$ cat src/rtl/clkdiv_pkg.sv
`timescale 1ns/1ps
package clkdiv_pkg;
  localparam int ADDR_W    = 4;
  localparam int DATA_W    = 16;
  localparam int ENA_BIT   = 15;
  localparam int MULT_W    = 8;
  localparam int A_MULT    = 9;
  localparam int A_PRE     = 10;
  localparam int A_POST    = 11;
  localparam int A_CMD     = 12;
  localparam int A_STAT    = 13;
  localparam int A_ALIGN   = 14;

  typedef enum logic [1:0] {CH_IDLE, CH_RUN} ch_state_e;
endpackage

$ cat src/rtl/clkdiv_regs.sv
`timescale 1ns/1ps
module clkdiv_regs
  import clkdiv_pkg::*;
#(
  parameter int NUM_DIV = 9,
  parameter int RATIO_W = 5
) (
  input  logic                              clk,
  input  logic                              rst,
  input  logic                              wr_en,
  input  logic                              rd_en,
  input  logic [ADDR_W-1:0]                 addr,
  input  logic [DATA_W-1:0]                 wdata,
  input  logic                              busy,
  output logic [DATA_W-1:0]                 rdata,
  output logic [NUM_DIV-1:0]                sh_en,
  output logic [NUM_DIV-1:0][RATIO_W-1:0]   sh_m1,
  output logic [NUM_DIV-1:0]                align_mask,
  output logic [MULT_W-1:0]                 mult_q,
  output logic [DATA_W-1:0]                 pre_q,
  output logic [DATA_W-1:0]                 post_q
);
  logic [DATA_W-1:0] rd_nxt;
  logic              unused_wbits;
  assign unused_wbits = ^wdata;

  function automatic logic [DATA_W-1:0] pack_div(input logic en, input logic [RATIO_W-1:0] m1);
    logic [DATA_W-1:0] w;
    w = '0;
    w[ENA_BIT] = en;
    w[RATIO_W-1:0] = m1;
    return w;
  endfunction

  always_ff @(posedge clk) begin
    if (rst) begin
      sh_en      <= '0;
      sh_m1      <= '0;
      align_mask <= '0;
      mult_q     <= '0;
      pre_q      <= '0;
      post_q     <= '0;
    end else if (wr_en) begin
      for (int i = 0; i < NUM_DIV; i++) begin
        if (addr == ADDR_W'(i)) begin
          sh_en[i] <= wdata[ENA_BIT];
          sh_m1[i] <= wdata[RATIO_W-1:0];
        end
      end
      if (addr == ADDR_W'(A_MULT))  mult_q     <= wdata[MULT_W-1:0];
      if (addr == ADDR_W'(A_PRE))   pre_q      <= pack_div(wdata[ENA_BIT], wdata[RATIO_W-1:0]);
      if (addr == ADDR_W'(A_POST))  post_q     <= pack_div(wdata[ENA_BIT], wdata[RATIO_W-1:0]);
      if (addr == ADDR_W'(A_ALIGN)) align_mask <= wdata[NUM_DIV-1:0];
    end
  end

  always_comb begin
    rd_nxt = '0;
    for (int i = 0; i < NUM_DIV; i++) begin
      if (addr == ADDR_W'(i)) rd_nxt = pack_div(sh_en[i], sh_m1[i]);
    end
    if (addr == ADDR_W'(A_MULT))  rd_nxt = DATA_W'(mult_q);
    if (addr == ADDR_W'(A_PRE))   rd_nxt = pre_q;
    if (addr == ADDR_W'(A_POST))  rd_nxt = post_q;
    if (addr == ADDR_W'(A_STAT))  rd_nxt = DATA_W'(busy);
    if (addr == ADDR_W'(A_ALIGN)) rd_nxt = DATA_W'(align_mask);
  end

  always_ff @(posedge clk) begin
    if (rst)        rdata <= '0;
    else if (rd_en) rdata <= rd_nxt;
  end
endmodule

$ cat src/rtl/clkdiv_go_ctrl.sv
`timescale 1ns/1ps
module clkdiv_go_ctrl #(
  parameter int GO_CYCLES = 34
) (
  input  logic clk,
  input  logic rst,
  input  logic go_req,
  output logic apply,
  output logic busy
);
  localparam int TMR_W = $clog2(GO_CYCLES + 1);
  logic [TMR_W-1:0] tmr;

  assign apply = go_req && !busy;

  always_ff @(posedge clk) begin
    if (rst) begin
      busy <= 1'b0;
      tmr  <= '0;
    end else if (apply) begin
      busy <= 1'b1;
      tmr  <= TMR_W'(GO_CYCLES - 1);
    end else if (busy) begin
      if (tmr == '0) busy <= 1'b0;
      else           tmr  <= tmr - 1'b1;
    end
  end
endmodule

$ cat src/rtl/clkdiv_channel.sv
`timescale 1ns/1ps
module clkdiv_channel
  import clkdiv_pkg::*;
#(
  parameter int RATIO_W = 5
) (
  input  logic               clk,
  input  logic               rst,
  input  logic               apply,
  input  logic               align,
  input  logic               sh_en,
  input  logic [RATIO_W-1:0] sh_m1,
  output logic               tick,
  output logic               en
);
  logic [RATIO_W-1:0] m1;
  logic [RATIO_W-1:0] cnt;
  ch_state_e          st;

  assign en = (st == CH_RUN);

  always_ff @(posedge clk) begin
    if (rst) begin
      st   <= CH_IDLE;
      m1   <= '0;
      cnt  <= '0;
      tick <= 1'b0;
    end else if (apply) begin
      st   <= sh_en ? CH_RUN : CH_IDLE;
      m1   <= sh_m1;
      tick <= 1'b0;
      if (align || !sh_en || cnt >= sh_m1) cnt <= '0;
      else                                 cnt <= cnt + 1'b1;
    end else if (st == CH_IDLE) begin
      cnt  <= '0;
      tick <= 1'b0;
    end else begin
      tick <= (cnt == m1);
      cnt  <= (cnt == m1) ? '0 : cnt + 1'b1;
    end
  end
endmodule

$ cat src/rtl/clkdiv_bank.sv
`timescale 1ns/1ps
module clkdiv_bank
  import clkdiv_pkg::*;
#(
  parameter int NUM_DIV = 9,
  parameter int RATIO_W = 5
) (
  input  logic               clk,
  input  logic               rst,
  input  logic               wr_en,
  input  logic               rd_en,
  input  logic [3:0]         addr,
  input  logic [15:0]        wdata,
  output logic [15:0]        rdata,
  output logic               busy,
  output logic [NUM_DIV-1:0] div_tick,
  output logic [NUM_DIV-1:0] div_en,
  output logic [7:0]         pll_mult,
  output logic [15:0]        pre_cfg,
  output logic [15:0]        post_cfg
);
  localparam int GO_CYCLES = (1 << RATIO_W) + 2;

  logic [NUM_DIV-1:0]              sh_en;
  logic [NUM_DIV-1:0][RATIO_W-1:0] sh_m1;
  logic [NUM_DIV-1:0]              align_mask;
  logic                            go_req;
  logic                            apply;

  assign go_req = wr_en && (addr == ADDR_W'(A_CMD)) && wdata[0];

  clkdiv_regs #(.NUM_DIV(NUM_DIV), .RATIO_W(RATIO_W)) regs_i (
    .clk(clk), .rst(rst), .wr_en(wr_en), .rd_en(rd_en), .addr(addr),
    .wdata(wdata), .busy(busy), .rdata(rdata), .sh_en(sh_en), .sh_m1(sh_m1),
    .align_mask(align_mask), .mult_q(pll_mult), .pre_q(pre_cfg), .post_q(post_cfg)
  );

  clkdiv_go_ctrl #(.GO_CYCLES(GO_CYCLES)) go_i (
    .clk(clk), .rst(rst), .go_req(go_req), .apply(apply), .busy(busy)
  );

  for (genvar g = 0; g < NUM_DIV; g++) begin : g_ch
    clkdiv_channel #(.RATIO_W(RATIO_W)) ch_i (
      .clk(clk), .rst(rst), .apply(apply), .align(align_mask[g]),
      .sh_en(sh_en[g]), .sh_m1(sh_m1[g]), .tick(div_tick[g]), .en(div_en[g])
    );
  end
endmodule

$ cat config.mk
export PLATFORM = sky130hd
export DESIGN_NAME = clkdiv_bank
export DESIGN_NICKNAME = d
export VERILOG_FILES = /design/src/rtl/clkdiv_pkg.sv /design/src/rtl/clkdiv_regs.sv /design/src/rtl/clkdiv_go_ctrl.sv /design/src/rtl/clkdiv_channel.sv /design/src/rtl/clkdiv_bank.sv
export SDC_FILE = /design/constraint.sdc
export NUM_CORES = 1
export LEC_CHECK = 0
export BUFFER_PORTS_ARGS = -buffer_cell sky130_fd_sc_hd__buf_2
export CORE_MARGIN = 2
export CORE_UTILIZATION = 60
export DETAILED_ROUTE_END_ITERATION = 10
export PLACE_DENSITY = 0.81
export SETUP_SLACK_MARGIN = 0.4
export SLEW_MARGIN = 25
export SYNTH_ARGS = -nofsm -noshare
export SYNTH_HDL_FRONTEND = slang
export SYNTH_SLANG_ARGS = --single-unit
$ cat constraint.sdc
create_clock -name clk -period 2.21 [get_ports clk]
set_clock_uncertainty 0.15 [all_clocks]
set_input_delay 0.3315 -clock clk [delete_from_list [all_inputs] [get_ports clk]]
set_output_delay 0.3315 -clock clk [all_outputs]
set_load 0.01 [all_outputs]
After elaboration in Yosys (flattened, before gate mapping)
Cells that the tools add are included.

word-level totals
  logic and storage cells = 248
  register bits = 223
  output and inout port bits = 75

cells by class
  muxes and demuxes = 65
  magnitude comparators = 9
  bitwise operators = 1
  equality and inequality tests = 33
  reductions and logical operators = 68
  add/subtract/negate cells = 10

operators with widths
  operator                                             number
  2-to-1 mux 16 bit                                    14
  2-to-1 mux 5 bit                                     36
  adder 5 x 1 -> 5 bit, second input constant          9
  equality test 5 bit                                  9
  >= comparator 5 bit                                  9
  AND reduction 2 bit                                  15
  equality test 4 bit, second input constant           7
  OR reduction 3 bit                                   9
  equality test 2 x 1 -> 1 bit, second input constant  9
  zero test 2 bit                                      9
  logical OR 1 bit                                     18
  2-to-1 mux 6 bit                                     3
  equality test 4 x 3 -> 1 bit, second input constant  4
  2-to-1 mux 1 bit                                     12
  zero test 1 bit                                      10
  equality test 4 x 2 -> 1 bit, second input constant  2
  zero test 6 bit                                      1
  subtractor 6 x 1 -> 6 bit, second input constant     1
  equality test 4 x 1 -> 1 bit, second input constant  1
  zero test 4 bit                                      1
  logical AND 1 bit                                    3
  inequality test 2 bit, second input constant         1
  nonzero test 2 bit                                   1
  OR reduction 2 bit                                   1
  inverter 1 bit                                       1

Longest topological paths before layout
  depth after elaboration = 15
  gate-level depth with buffers = 8
  gate-level depth less buffers = 7

By module
A second synthesis with hierarchy kept.

second synthesis, totals
  cell total of the unflattened synthesis = 1257
  area, all modules = 11303.3 um^2

modules (own cells, without submodules)
  module                              cells an instance  sequential area each (um^2)  area an instance (um^2)  times used
  clkdiv_channel at g_ch[0].ch_i ...  73                 240.2                        696.9                    8
  clkdiv_regs                         556                1861.8                       4659.5                   1
  clkdiv_channel at g_ch[4].ch_i      73                 240.2                        694.4                    1
  clkdiv_go_ctrl                      42                 140.1                        357.8                    1
  clkdiv_bank                         2                  0.0                          16.3                     1

Worst setup path before layout
OpenSTA, ideal clock, no wires.

  path kind = reg-to-reg
  from = reg g_ch[2].ch_i.cnt[0]
  to = reg g_ch[2].ch_i.cnt[0]
  data arrival time = 1.524 ns
  cell stages (with the launch flop) = 8
  slack = 0.466 ns
  period minus slack after synthesis = 1.744 ns
  required time = 1.990 ns
  cells stage by stage = dfxtp_1 -> inv_1 -> ha_1 -> nand2b_1 -> a21o_1 -> a211oi_1 -> o211ai_1 -> a21oi_1

between the ends
  word-level cells in the longest chain between the ends = 4

ends and longest elaborated chain
  item                                                         RTL line                                    RTL
  start, declared                                              clkdiv_channel.sv:17                        logic [RATIO_W-1:0] cnt;
  start signal, assigned                                       clkdiv_channel.sv:33                        else cnt <= cnt + 1'b1;
  start signal, assigned                                       clkdiv_channel.sv:39                        cnt <= (cnt == m1) ? '0 : cnt + 1'b1;
  adder 5 x 1 -> 5 bit, or another cell as far along           clkdiv_channel.sv:33, clkdiv_channel.sv:39
  2-to-1 mux 5 bit / logical OR 1 bit (equally long branches)  clkdiv_channel.sv:39, clkdiv_channel.sv:32
  2-to-1 mux 5 bit, on equally long branches                   clkdiv_channel.sv:34, clkdiv_channel.sv:32
  2-to-1 mux 5 bit *                                           clkdiv_channel.sv:28                        end else if (apply) begin

Mark *: on every way between the ends. The rest lies on a longest branch, timed or not.
A chain may end at the register's enable or synchronous reset.

Worst setup path after layout
  from = reg g_ch[2].ch_i.cnt[0]
  to = reg g_ch[2].ch_i.cnt[2]

Same word-level chain as after synthesis.

==> impl_metrics.toml <==
[placed_design]
portBuffers = 66
hpwl_um = 17700
place_ws_ps = 61.57
dpl_cell_area_sq_um = 10720
routabilityCongestion = 0.9611

[setup_path]
cpPeakStageDelay_ps = 360
worstSetupPathType = "reg -> reg"
worstSetupStartpointType = "flop"
critical_path.slowest_cell = "dfxtp_4"
crit_arrival_ps = 2080
reg2reg_from = "g_ch[2].ch_i.cnt[0]$_SDFF_PP0_"
cp_max_fo = 4
critPathRequiredTime_ps = 2490
cp-endpoint = "g_ch[2].ch_i.cnt[2]$_SDFF_PP0_"
end_kind = "flop"
crit_chain = "inv_4, ha_4, nand2b_4, a21o_1, a211oi_2, o211ai_1, buf_4, a21oi_1"
r2r_end = "g_ch[2].ch_i.cnt[2]$_SDFF_PP0_"
rr_worst_depth = 8
critPathLaunch = "g_ch[2].ch_i.cnt[0]$_SDFF_PP0_"
rrSetupSlack_ps = 410

[route]
wire_per_inst_um = 17.51
route.vias.total = 8668
wl_met2_um = 12490
highest_layer = "met4"
wl_met3_um = 1837
wl_met1_um = 11270
drt-pass1-iter-count = 5
drt-initial-drc-count = 567
drc = 0
ant_nets = 0
wirelength_um = 26320
routed_via_density = 5.767

[sta]
worst_pin_slew_ps = 529.6
relSlewSlack_pct = 64.69
min_period_ps = 1804
setup_violations = 0
fin_ws_ps = 405.9
finalCritPeriodShare_pct = 81.64
totalNegativeSetupSlack_ps = 0
hold_violations = 0
fmax_mhz = 554.3
slew_violations = 0
grt_setup_unrepaired = "true"

[floorplanning]
fp-row-count = 48
die_x_um = 135.6
start_util_pct = 60.67
coreArea_sq_um = 17120
die_area_sq_um = 18380
io_pins = 99
die_y_um = 135.6

[global_routing]
grt_first_pass_wirelength_um = 41820
overflow = 0
grtUsageTotal_pct = 28.18
antenna_found_initial = 0
grt_max_degree = 72
grt_pass1_vias = 8224

[synth]
synth_edf_count = 0
synth_compound_area_share_pct = 13.43
synth_top_area_share_pct = 40.10
ys_ff_latch = 208
synth.area.mux_share_pct = 7.964
synth_area_leaders = "dfxtp_1 40%, mux2i_1 7.4%, ha_1 6.7%, a21oi_1 5.5%, nand2_1 5.2%"
yosys.area_share.simple_pct = 16.92
syn_area_sq_um = 10380
yosys_warnings = 0
synth_top_family_by_area = "simple AND/OR/NAND/NOR gates"
postSynthCellCount = 1193
synthArstFlopShare_pct = 0
ys_types = 60
yosysSeqAreaShare_pct = 40.10
avgSynthCellArea_sq_um = 8.705
synth_fa_ha_area_share_pct = 6.747
synthFlopType = "dfxtp_1"
yosysTopAreaCell = "dfxtp_1"
synthXorXnorAreaFrac_pct = 6.494

[final_layout]
final_net_count = 1343
antennaDiodeCount = 0
design_area_sq_um = 12070
area_growth_pct = 16.23
fill_cells = 1274
drive_gt1_share_pct = 20.11

[cts]
root_buffer = "clkbuf_16"
clk_transition_reported_paths_ps = 60
cts_tree = "yes"
clk_latency_ps = 510
clock-sinks = 208
ctsHtreeMaxLevel = 1
cts_buffers = 22
clk_path_buf_depth = 3

[power]
power-per-cell-area_nw_per_um2 = 669.5
vdd_drop_max_mv = 0.7026
p_total_mw = 8.082
p_leak_nw = 4.966

[status]
status = "finished, final reports clean"

[min_path]
hp-class = "in -> reg"
hp-start = "rst"

[run]
cap_violations = 0
[metrics by stage]
step | hold slack [ps] | utilization [%] | std cells
3_3_place_gp | 293.8 | 62.60 | 1438
5_1_grt | 98.24 | 70.52 | 1503
6_report | 84.66 | 70.52 | 1503
3_5_place_dp | 299.6 | 62.60 | 1438
4_1_cts | 71.98 | 68.76 | 1496
2_1_floorplan | 286.5 | - | 1218
[metal layers]
metal | global-route usage, % | vias to the layer above
met3 | 4.078 | 61
met1 | 37.81 | 4134
met4 | 9.086 | 0
met2 | 46.89 | 319
met5 | 0 | -
li1 | - | 4154
[repair_timing]
action / CTS / global route
cloned: 0 / 0
pin swaps: 26 / 52
hold buffers: 4 / 0
resized for setup: 42 / 54
setup endpoints to repair: 83 / 64
hold endpoints to repair: 7 / 0
buffers inserted: 15 / 7
[cell usage after synthesis (3+ instances only)]
cell,instances
nand2b_1,16
mux2_2,3
nor3b_1,10
buf_6,9
a21o_1,9
nor3_1,15
a22oi_1,4
nor2_2,7
o22ai_1,13
a31oi_1,6
nor2b_1,8
dfxtp_1,208
a211oi_1,10
xnor2_1,28
and3_1,4
xor2_1,49
a21oi_1,115
buf_2,23
buf_1,7
a32oi_1,5
inv_1,52
ha_1,56
nand2_1,144
mux2i_1,77
a21boi_1,9
clkbuf_1,19
nor2_1,102
o21ai_0,29
o211ai_1,12
nand3_1,58
buf_4,46
[critical path: cells and delay by family, from the launching register on]
| kind | cells | cell delay [ps] |
|---|---|---|
| adders and majority gates | 1 | 190 |
| and+or+nand+nor | 1 | 130 |
| DFF | 1 | 360 |
| buffers and inverters | 2 | 230 |
| AOI/OAI and AO/OA | 4 | 670 |
[cell families (layout without fill, tap and decap cells)]
kind of cell / count (synthesis) / in the layout
AND/OR/NAND/NOR: 381 / 381
AO/OA/AOI/OAI: 231 / 231
flip-flops: 208 / 208
buffers and inverters: 158 / 218
multiplexers: 81 / 81
XOR/XNOR: 77 / 77
adder cells (fa/ha/maj): 56 / 56
other: 1 / 26
[layout make-up]
cell class	instances	area, sq um	share of cell area, %
clock buffer	35	710.7	5.888
clock inverter	4	48.80	0.4043
inverter	53	201.4	1.669
multi-input combinational	852	5754	47.67
sequential	208	4228	35.03
tap	225	281.5	2.332
timing repair buffer	126	845.8	7.007
[worst min-delay path by stage]
stage | endpoint | slack (ps) | depth (start not counted)
after floorplan | g_ch[0].ch_i.tick$_SDFF_PP0_ | 290 | 2
after global placement | g_ch[1].ch_i.tick$_SDFF_PP0_ | 290 | 2
after detailed placement | g_ch[0].ch_i.tick$_SDFF_PP0_ | 300 | 2
after CTS | regs_i.sh_en[2]$_SDFFE_PP0P_ | 70 | 2
after global routing | regs_i.sh_m1[30]$_SDFFE_PP0P_ | 100 | 2
final | regs_i.sh_en[2]$_SDFFE_PP0P_ | 80 | 2
[layout by cell type (no fill, tap or decap), types with 10 or more instances in the layout]
master	count
clkbuf_16	23
nor3_1	15
conb_1	26
dfxtp_2	12
nand3_1	49
o22ai_1	13
nand3_2	10
dfxtp_4	13
buf_4	51
nand2_1	144
o211ai_1	12
mux2i_1	77
xnor2_1	28
xor2_1	49
a21oi_1	112
nor2_1	102
nor3b_1	10
inv_1	44
dfxtp_1	183
buf_2	65
o21ai_0	29
ha_1	48
[where the power goes]
part / internal [mW] / leakage, nW / switching, mW
logic: 0.168 / 2.89 / 0.316
clock network: 2.31 / 0.378 / 1.49
registers: 3.76 / 1.69 / 0.0308
[registers in the layout, summed over array words and instances (netlist names), 9 cells and up]
signal,count
regs_i.align_mask,9
g_ch.ch_i.st,9
g_ch.ch_i.m1,45
regs_i.sh_en,9
regs_i.sh_m1,45
g_ch.ch_i.cnt,45
g_ch.ch_i.tick,9
regs_i.rdata,10
(Power assumes the default switching activity.)
